File: config.mk
export PLATFORM = sky130hd
export DESIGN_NAME = i2c_regfile_slave
export DESIGN_NICKNAME = d
export VERILOG_FILES = /design/src/rtl/i2c_rf_pkg.sv /design/src/rtl/i2c_rf_sync.sv /design/src/rtl/i2c_rf_regbank.sv /design/src/rtl/i2c_rf_fsm.sv /design/src/rtl/i2c_regfile_slave.sv
export SDC_FILE = /design/constraint.sdc
export NUM_CORES = 1
export LEC_CHECK = 0
export ABC_AREA = 1
export BUFFER_PORTS_ARGS = -buffer_cell sky130_fd_sc_hd__buf_2
export CELL_PAD_IN_SITES_DETAIL_PLACEMENT = 0
export CELL_PAD_IN_SITES_GLOBAL_PLACEMENT = 2
export CORE_AREA = 4 4 136 106
export CTS_BUF_LIST = sky130_fd_sc_hd__clkbuf_4
export CTS_CLUSTER_SIZE = 8
export DETAILED_ROUTE_END_ITERATION = 7
export DIE_AREA = 0 0 140 110
export PLACE_DENSITY = 0.86
export SETUP_SLACK_MARGIN = 0.4
export SLEW_MARGIN = 30
export SYNTH_ARGS = -nofsm -noshare
export SYNTH_HDL_FRONTEND = slang
export SYNTH_SLANG_ARGS = --single-unit
File: constraint.sdc
create_clock -name clk -period 2.9 [get_ports clk]
set_input_delay 0.145 -clock clk [delete_from_list [all_inputs] [get_ports clk]]
set_output_delay 0.145 -clock clk [all_outputs]
set_load 0.005 [all_outputs]
File: src/rtl/i2c_rf_pkg.sv
package i2c_rf_pkg;
  typedef enum logic [3:0] {
    ST_IDLE,
    ST_ADDR,
    ST_ADDR_ACK,
    ST_SUB,
    ST_SUB_ACK,
    ST_WR,
    ST_WR_ACK,
    ST_RD,
    ST_RD_ACK
  } rf_state_t;
endpackage

File: src/rtl/i2c_rf_sync.sv
module i2c_rf_sync (
  input  logic clk,
  input  logic rst_n,
  input  logic scl_i,
  input  logic sda_i,
  output logic scl_s,
  output logic sda_s,
  output logic scl_rise,
  output logic scl_fall,
  output logic start_det,
  output logic stop_det
);
  logic scl_m, sda_m, scl_d, sda_d;

  always_ff @(posedge clk or negedge rst_n) begin
    if (!rst_n) begin
      scl_m <= 1'b1; scl_s <= 1'b1; scl_d <= 1'b1;
      sda_m <= 1'b1; sda_s <= 1'b1; sda_d <= 1'b1;
    end else begin
      scl_m <= scl_i; scl_s <= scl_m; scl_d <= scl_s;
      sda_m <= sda_i; sda_s <= sda_m; sda_d <= sda_s;
    end
  end

  assign scl_rise  = scl_s & ~scl_d;
  assign scl_fall  = ~scl_s & scl_d;
  assign start_det = scl_s & scl_d & sda_d & ~sda_s;
  assign stop_det  = scl_s & scl_d & ~sda_d & sda_s;
endmodule

File: src/rtl/i2c_rf_regbank.sv
module i2c_rf_regbank #(
  parameter int NUM_REGS = 8,
  parameter int NUM_CTRL = 6,
  localparam int NUM_STAT = NUM_REGS - NUM_CTRL,
  localparam int AW = $clog2(NUM_REGS)
) (
  input  logic                  clk,
  input  logic                  rst_n,
  input  logic                  we,
  input  logic [AW-1:0]         waddr,
  input  logic [7:0]            wdata,
  input  logic [AW-1:0]         raddr,
  input  logic [NUM_STAT*8-1:0] stat_i,
  output logic [7:0]            rdata,
  output logic [NUM_CTRL*8-1:0] ctrl_o
);
  logic [7:0] rd_arr [NUM_REGS];

  for (genvar k = 0; k < NUM_REGS; k++) begin : g_reg
    if (k < NUM_CTRL) begin : g_ctrl
      logic [7:0] q;
      always_ff @(posedge clk or negedge rst_n) begin
        if (!rst_n)                          q <= 8'h00;
        else if (we && waddr == AW'(k))      q <= wdata;
      end
      assign ctrl_o[k*8 +: 8] = q;
      assign rd_arr[k] = q;
    end else begin : g_stat
      assign rd_arr[k] = stat_i[(k-NUM_CTRL)*8 +: 8];
    end
  end

  assign rdata = rd_arr[raddr];

  // writes aimed at status slots leave every control output untouched
  p_ro_write_ignored_r10: assert property (@(posedge clk) disable iff (!rst_n)
    (we && int'(waddr) >= NUM_CTRL) |=> $stable(ctrl_o));
endmodule

File: src/rtl/i2c_rf_fsm.sv
module i2c_rf_fsm
  import i2c_rf_pkg::*;
#(
  parameter int          NUM_REGS  = 8,
  parameter logic [6:0]  ADDR_BASE = 7'h40,
  parameter int          STRAP_POS = 5,
  localparam int AW = $clog2(NUM_REGS)
) (
  input  logic          clk,
  input  logic          rst_n,
  input  logic          scl_s,
  input  logic          sda_s,
  input  logic          scl_rise,
  input  logic          scl_fall,
  input  logic          start_det,
  input  logic          stop_det,
  input  logic          addr_strap_i,
  input  logic [7:0]    rdata,
  output logic [AW-1:0] ptr,
  output logic          we,
  output logic [AW-1:0] waddr,
  output logic [7:0]    wdata,
  output logic          sda_pull
);
  rf_state_t   st;
  logic [2:0]  cnt;
  logic [6:0]  sh;
  logic [7:0]  tx;
  logic [1:0]  ph;
  logic        rw;
  logic [7:0]  byte_in;
  logic [6:0]  dev_addr;
  logic [AW-1:0] ptr_inc;

  assign byte_in  = {sh, sda_s};
  assign dev_addr = ADDR_BASE | (7'(addr_strap_i) << STRAP_POS);
  assign ptr_inc  = (ptr == AW'(NUM_REGS-1)) ? ptr : ptr + 1'b1;

  always_ff @(posedge clk or negedge rst_n) begin
    if (!rst_n) begin
      st <= ST_IDLE; cnt <= '0; sh <= '0; tx <= '0; ph <= '0; rw <= 1'b0;
      ptr <= '0; we <= 1'b0; waddr <= '0; wdata <= '0; sda_pull <= 1'b0;
    end else begin
      we <= 1'b0;
      if (start_det) begin
        st <= ST_ADDR; cnt <= '0; sda_pull <= 1'b0;
      end else if (stop_det) begin
        st <= ST_IDLE; sda_pull <= 1'b0;
      end else begin
        unique case (st)
          ST_ADDR, ST_SUB, ST_WR: begin
            if (scl_rise) begin
              sh  <= byte_in[6:0];
              cnt <= cnt + 3'd1;
              if (cnt == 3'd7) begin
                ph <= 2'd0;
                if (st == ST_ADDR) begin
                  if (byte_in[7:1] == dev_addr) begin
                    rw <= byte_in[0];
                    st <= ST_ADDR_ACK;
                  end else begin
                    st <= ST_IDLE;
                  end
                end else if (st == ST_SUB) begin
                  if (byte_in < 8'(NUM_REGS)) begin
                    ptr <= byte_in[AW-1:0];
                    st  <= ST_SUB_ACK;
                  end else begin
                    st <= ST_IDLE;
                  end
                end else begin
                  we    <= 1'b1;
                  waddr <= ptr;
                  wdata <= byte_in;
                  ptr   <= ptr_inc;
                  st    <= ST_WR_ACK;
                end
              end
            end
          end
          ST_ADDR_ACK, ST_SUB_ACK, ST_WR_ACK: begin
            if (scl_fall && ph == 2'd0) begin
              sda_pull <= 1'b1; ph <= 2'd1;
            end else if (scl_rise && ph == 2'd1) begin
              ph <= 2'd2;
            end else if (scl_fall && ph == 2'd2) begin
              sda_pull <= 1'b0;
              cnt      <= '0;
              if (st == ST_ADDR_ACK && rw) begin
                tx       <= rdata;
                sda_pull <= ~rdata[7];
                ptr      <= ptr_inc;
                st       <= ST_RD;
              end else if (st == ST_ADDR_ACK) begin
                st <= ST_SUB;
              end else begin
                st <= ST_WR;
              end
            end
          end
          ST_RD: begin
            if (scl_rise) begin
              cnt <= cnt + 3'd1;
              if (cnt == 3'd7) begin
                st <= ST_RD_ACK; ph <= 2'd0;
              end
            end else if (scl_fall) begin
              tx       <= {tx[6:0], 1'b0};
              sda_pull <= ~tx[6];
            end
          end
          ST_RD_ACK: begin
            if (scl_fall && ph == 2'd0) begin
              sda_pull <= 1'b0; ph <= 2'd1;
            end else if (scl_rise && ph == 2'd1) begin
              if (sda_s) st <= ST_IDLE;
              else       ph <= 2'd2;
            end else if (scl_fall && ph == 2'd2) begin
              tx       <= rdata;
              sda_pull <= ~rdata[7];
              ptr      <= ptr_inc;
              cnt      <= '0;
              st       <= ST_RD;
            end
          end
          default: ;
        endcase
      end
    end
  end

  // the pull enable moves only while SCL is low, unless a start/stop forced release
  p_pull_scl_low_r11: assert property (@(posedge clk) disable iff (!rst_n)
    (sda_pull != $past(sda_pull)) && !$past(start_det) && !$past(stop_det) |-> !$past(scl_s));

  // an idle slave never holds the line low
  p_idle_released_r8: assert property (@(posedge clk) disable iff (!rst_n)
    (st == ST_IDLE) |-> !sda_pull);

  // a stop always lands in idle
  p_stop_idle_r9: assert property (@(posedge clk) disable iff (!rst_n)
    stop_det |=> (st == ST_IDLE));

  // a start always restarts the address phase from bit zero
  p_start_addr_r9: assert property (@(posedge clk) disable iff (!rst_n)
    start_det |=> (st == ST_ADDR && cnt == 3'd0));

  // a register write is only issued from the data phase
  p_write_from_data_r4: assert property (@(posedge clk) disable iff (!rst_n)
    we |-> ($past(st) == ST_WR && $past(scl_rise)));
endmodule

File: src/rtl/i2c_regfile_slave.sv
module i2c_regfile_slave #(
  parameter int          NUM_REGS  = 8,
  parameter int          NUM_CTRL  = 6,
  parameter logic [6:0]  ADDR_BASE = 7'h40,
  parameter int          STRAP_POS = 5,
  localparam int NUM_STAT = NUM_REGS - NUM_CTRL,
  localparam int AW = $clog2(NUM_REGS)
) (
  input  logic                  clk,
  input  logic                  rst_n,
  input  logic                  scl_i,
  input  logic                  sda_i,
  input  logic                  addr_strap_i,
  input  logic [NUM_STAT*8-1:0] stat_i,
  output logic                  sda_pull_o,
  output logic [NUM_CTRL*8-1:0] ctrl_o
);
  logic scl_s, sda_s, scl_rise, scl_fall, start_det, stop_det;
  logic we;
  logic [AW-1:0] waddr, ptr;
  logic [7:0] wdata, rdata;

  i2c_rf_sync u_sync (
    .clk(clk), .rst_n(rst_n), .scl_i(scl_i), .sda_i(sda_i),
    .scl_s(scl_s), .sda_s(sda_s), .scl_rise(scl_rise), .scl_fall(scl_fall),
    .start_det(start_det), .stop_det(stop_det)
  );

  i2c_rf_fsm #(.NUM_REGS(NUM_REGS), .ADDR_BASE(ADDR_BASE), .STRAP_POS(STRAP_POS)) u_fsm (
    .clk(clk), .rst_n(rst_n), .scl_s(scl_s), .sda_s(sda_s),
    .scl_rise(scl_rise), .scl_fall(scl_fall), .start_det(start_det), .stop_det(stop_det),
    .addr_strap_i(addr_strap_i), .rdata(rdata), .ptr(ptr),
    .we(we), .waddr(waddr), .wdata(wdata), .sda_pull(sda_pull_o)
  );

  i2c_rf_regbank #(.NUM_REGS(NUM_REGS), .NUM_CTRL(NUM_CTRL)) u_bank (
    .clk(clk), .rst_n(rst_n), .we(we), .waddr(waddr), .wdata(wdata),
    .raddr(ptr), .stat_i(stat_i), .rdata(rdata), .ctrl_o(ctrl_o)
  );
endmodule

[Word level (Yosys, flattened, before mapping)]
Index checks and enable logic that the tools add are counted.
Operators by class
  $add $sub $neg: 2
  order comparisons: 2
  equal/unequal tests: 57
  multiplexer cells: 81
  bitwise gates (word level): 18
  reductions and logical operators: 31
Operators with widths (number)
  $mux 3: 22
  $mux 7: 9
  $mux 4: 15
  $bmux 8 s3: 1
  $ne 4x3->1 const B: 6
  $pmux 7 s3: 1
  $reduce_and 7->1: 3
  $mux 1: 18
  $eq 4x3->1 const B: 4
  $mux 2: 8
  $mux 8: 2
  $ne 2x1->1 const B: 8
  $ne 4x4->1 const B: 4
  $pmux 4 s4: 1
  $ne 5x3->1 const B: 3
  $ne 2x2->1 const B: 7
  $reduce_and 14->1: 1
  $eq 3x3->1 const B: 4
  $ne 3x1->1 const B: 4
  $reduce_and 12->1: 1
  $reduce_bool 3->1: 4
  $reduce_and 11->1: 1
  $logic_and 1x1->1: 10
  $ne 5x4->1 const B: 2
  other kinds (30): 52
Word-level totals
  flip-flop bits (word level): 94
  input bits: 21
  output and inout bits: 49
  logic and storage cells: 214

[Logic depth before layout (Yosys ltp)]
  depth after elaboration: 12
  mapped depth: 11

[Cells and area by module]
A second synthesis with hierarchy kept.
Second synthesis, totals
  cell total of the unflattened synthesis: 737
  area, all modules: 5143.7 um^2
By module, submodules not included
  i2c_rf_regbank: times used 1, cells an instance 385, area each 2613.8 um^2, seq. area each 1201.2 um^2
  i2c_rf_fsm: times used 1, cells an instance 335, area each 2331.0 um^2, seq. area each 1001.0 um^2
  i2c_rf_sync: times used 1, cells an instance 17, area each 198.9 um^2, seq. area each 157.7 um^2

[Worst setup path before layout]
Ideal clock, no wire load.
  path kind: reg2reg
  start point: register u_sync.scl_s
  end point: register u_fsm.st[3]
  setup time: 117 ps
  arrival time: 1475 ps
  data required time: 2783 ps
  slack: 1308 ps
  cell stages (with the launch flop): 10
  buffers on the path: 0
  cells stage by stage: dfstp_2 > nand2_1 > o21ai_0 > nand2_1 > nand3_1 > nand2_1 > nor2_1 > nand2_2 > nand2_1 > nand2_1
On the way
  word-level cells in the longest chain between the ends: 7
  elaborated cells on any way between the ends: 28
  classes of those cells: eq/ne (10); mux (5); bitwise (8); reduce/logical (5)
Ends and longest elaborated chain
  from (decl): RTL line i2c_rf_sync.sv:6  | output logic scl_s,
  from (signal assigned): RTL line i2c_rf_sync.sv:20  | scl_m <= scl_i; scl_s <= scl_m; scl_d <= scl_s;
  $and 1x1->1: RTL line i2c_rf_sync.sv:25  | assign scl_rise = scl_s & ~scl_d;
  $logic_and 1x1->1: RTL line i2c_rf_fsm.sv:84, i2c_rf_fsm.sv:115
  $mux 4: RTL line i2c_rf_fsm.sv:115  | end else if (scl_rise && ph == 2'd1) begin
  $mux 4: RTL line i2c_rf_fsm.sv:113  | if (scl_fall && ph == 2'd0) begin
  $pmux 4 s4: RTL line i2c_rf_fsm.sv:50  | unique case (st)
  $mux 4: RTL line i2c_rf_fsm.sv:47  | end else if (stop_det) begin
  $mux 4: RTL line i2c_rf_fsm.sv:45  | if (start_det) begin
  to (signal assigned): RTL line i2c_rf_fsm.sv:46  | st <= ST_ADDR; cnt <= '0; sda_pull <= 1'b0;
  to (signal assigned): RTL line i2c_rf_fsm.sv:48  | st <= ST_IDLE; sda_pull <= 1'b0;
  to (signal assigned): RTL line i2c_rf_fsm.sv:116  | if (sda_s) st <= ST_IDLE;
  to (decl): RTL line i2c_rf_fsm.sv:25  | rf_state_t st;
Several ways; a longest one is shown, not always the timed one. The select of a mux whose other input is x is not followed.
A chain may end at the register's enable or synchronous reset.

[Final worst setup path]
  start point: register u_sync.scl_s
  end point: register u_fsm.st[1]
Same word-level chain as after synthesis.

==> run metrics <==
outcome complete, no violations; number of global-route vias before repair 4170; Final HPWL DP 10500 um; flops & latches, synth 94; r2r endpoint u_fsm.st[1]; Slew Limit Fails 0; CP Launch Type register; total power 4.14 mW; area leader, netlist dfrtp_1; Worst path max stage delay 0.60 ns; Worst-Skew Late Latency 0.44 ns; Seq/Total Area, Yosys 49.6%; top-area cell type share of the netlist area 46.3%; Max IR drop VDD 267 uV; syn nets 654; largest cells by area after synthesis dfrtp_1, nand2_1, o21ai_0, nand3_1, nor2_1; Die Width 140 um; Layout area overhead 13.9%; Port Buffers 69; drt pass-1 iters 7; reg-to-reg startpoint u_sync.scl_s; CTS H-tree lvls 3; drt wl/cell 16.2 um; cts bufs inserted 9; setup bufs post-CTS 0; DR vias 4404; Final Cycle Share 68.3%; Setup TNS 0 ns; CP Class reg2reg; crit path max fanout 8; n_diodes 0; Die Ht 110 um; gr usage total 19.0%; min Tclk post-route 1.98 ns; Leakage 2.77 nW; Routed Antenna Nets 0; Cell Area, Synth 4760 um^2; CTS tree built; # Max-Cap Violations 0; Setup violations, final 0; R2R depth 9; Critical-path top delay cell dfstp_2; Fin Clk Skew 0.0209 ns; WP data arrival 2.31 ns; RSZ-0062 raised after global routing false; slew margin rel. 59.8%; Ports 70; initial antenna violation count 0; final hold slack 0.192 ns; CTS max path bufs 2; Slew @ Worst Pin 0.602 ns; fin util 42.1%; CP bufs+invs 0; Core Footprint 12900 um^2; Rows 36; clk sinks 94; critical path endpoint category register; largest net degree at the start of global routing 40; Yosys Warn Count 0; GRT Residual Overflow 0; RD Place Congestion 0.934; root buf cell clkbuf_4; Max Clk Rate 505 MHz; fraction of layout cells with a size suffix above 1 17.2%; CP cell instances nand2_1 -> o21ai_0 -> nand2_1 -> nand3_1 -> nand2_1 -> nor2_1 -> nand2_2 -> nand2_1 -> nand2_1; DR DRC count 0; final-stage net count 722; initial DRC count 349; hold crit path type in2async; Unique masters post-synth 32; most used cell, CP nand2_1; Post-Syn Instances 630; clock transition at the registers of the reported paths 0.16 ns; Crit path required time 3.23 ns; first-pass GRT wire length 23000 um; Avg Vias per Cell 5.04; pwr/cell area 763 nW/um^2; Hold Violations, Final 0; flop2flop setup slack 0.92 ns; delay-heaviest family, CP simple AND/OR/NAND/NOR gates; syn_area_per_cell 7.55 um^2; final wirelength 14100 um; Initial Utilization 36.9%; die area 15400 um^2
## per-stage QoR
stage / cells / worst slack, ns / area, um^2
after floorplan: 630 / 1.31 / 4760
after global placement: 855 / 0.936 / 5280
after detailed placement: 855 / 0.979 / 5280
after CTS: 874 / 0.937 / 5420
after global routing: 874 / 0.699 / 5420
final: 874 / 0.919 / 5420
## cells in the mapped netlist (all sizes together)
| master | number |
|---|---|
| nand2 | 214 |
| o21ai | 94 |
| clkinv | 2 |
| dfstp | 6 |
| inv | 49 |
| o21bai | 1 |
| o2bb2ai | 1 |
| o22ai | 3 |
| buf | 5 |
| clkbuf | 17 |
| nand3 | 62 |
| a21oi | 7 |
| nor3 | 3 |
| a21boi | 1 |
| nor2 | 63 |
| o211ai | 4 |
| nand4 | 2 |
| a31oi | 5 |
| ha | 3 |
| dfrtp | 88 |
## repair_timing
item	in CTS	in global routing
endpoints found under the setup margin	0	0
hold endpoints to repair	39	0
resized for setup	0	0
hold buffers	3	0
## flip-flops by register name, indices dropped and copies added, names as in the netlist, 2 cells and up
name               flops
u_bank.g.g_ctrl.q     48
u_fsm.wdata            8
u_fsm.sh               7
u_fsm.tx               7
u_fsm.st               4
u_fsm.cnt              3
u_fsm.ptr              3
u_fsm.waddr            3
u_fsm.ph               2
## logic make-up after synthesis
family / Yosys count / synth area share, %
and+or+nand+nor: 344 / 30.3
AOI/OAI and AO/OA: 116 / 13.3
DFF: 94 / 49.6
buffers and inverters: 73 / 6.05
adders and majority gates: 3 / 0.789
## how the worst max path moves through the flow
stage | to | from | slack, ns | depth (start not counted)
detailed placement | u_fsm.st[1] | u_sync.scl_s | 0.98 | 9
global placement | u_fsm.wdata[7] | u_fsm.st[2] | 0.94 | 7
floorplan | u_fsm.st[3] | u_sync.scl_s | 1.31 | 9
global route | u_fsm.st[1] | u_sync.scl_s | 0.70 | 9
finish | u_fsm.st[1] | u_sync.scl_s | 0.92 | 9
CTS | u_fsm.st[1] | u_sync.scl_s | 0.94 | 9
## cell type report
type / instances / area (um^2)
Timing Repair Buffer: 79 / 430
Inverter: 51 / 193
Fill cell: 1414 / 7460
Tap cell: 171 / 214
Sequential cell: 94 / 2360
Clock buffer: 9 / 67.6
Clock inverter: 7 / 46.3
Multi-Input combinational cell: 463 / 2110
## power by group
part | leakage [nW] | switching [mW] | total [mW] | internal (mW)
combinational | 1.44 | 1.31 | 1.88 | 0.570
clock | 0.0602 | 0.455 | 0.632 | 0.177
sequential | 1.26 | 0.155 | 1.62 | 1.47
## metal layers
| metal | wire (um) | global-route usage [%] | up-vias | part of all wire [%] |
|---|---|---|---|---|
| met5 | 0 | 0 | - | 0 |
| met4 | 92 | 3.80 | 0 | 0.65 |
| met3 | 983 | 4.79 | 7 | 7.0 |
| met2 | 5820 | 27.5 | 157 | 41 |
| met1 | 7230 | 28.8 | 2062 | 51 |
| li1 | - | - | 2178 | - |
## cell usage in the layout, fill, tap and decap left out, types with 3 or more instances in the layout
master	n
a21oi_1	3
a21oi_2	3
a31oi_1	5
buf_2	68
buf_4	8
clkbuf_4	9
clkinv_2	3
dfrtp_1	88
dfstp_2	6
dlygate4sd3_1	3
ha_1	3
inv_1	44
inv_2	5
nand2_1	209
nand2_2	3
nand3_1	60
nor2_1	57
nor2_2	4
nor3_1	3
o211ai_1	4
o21ai_0	82
o21ai_1	12
o22ai_1	3
(Power assumes the default switching activity.)
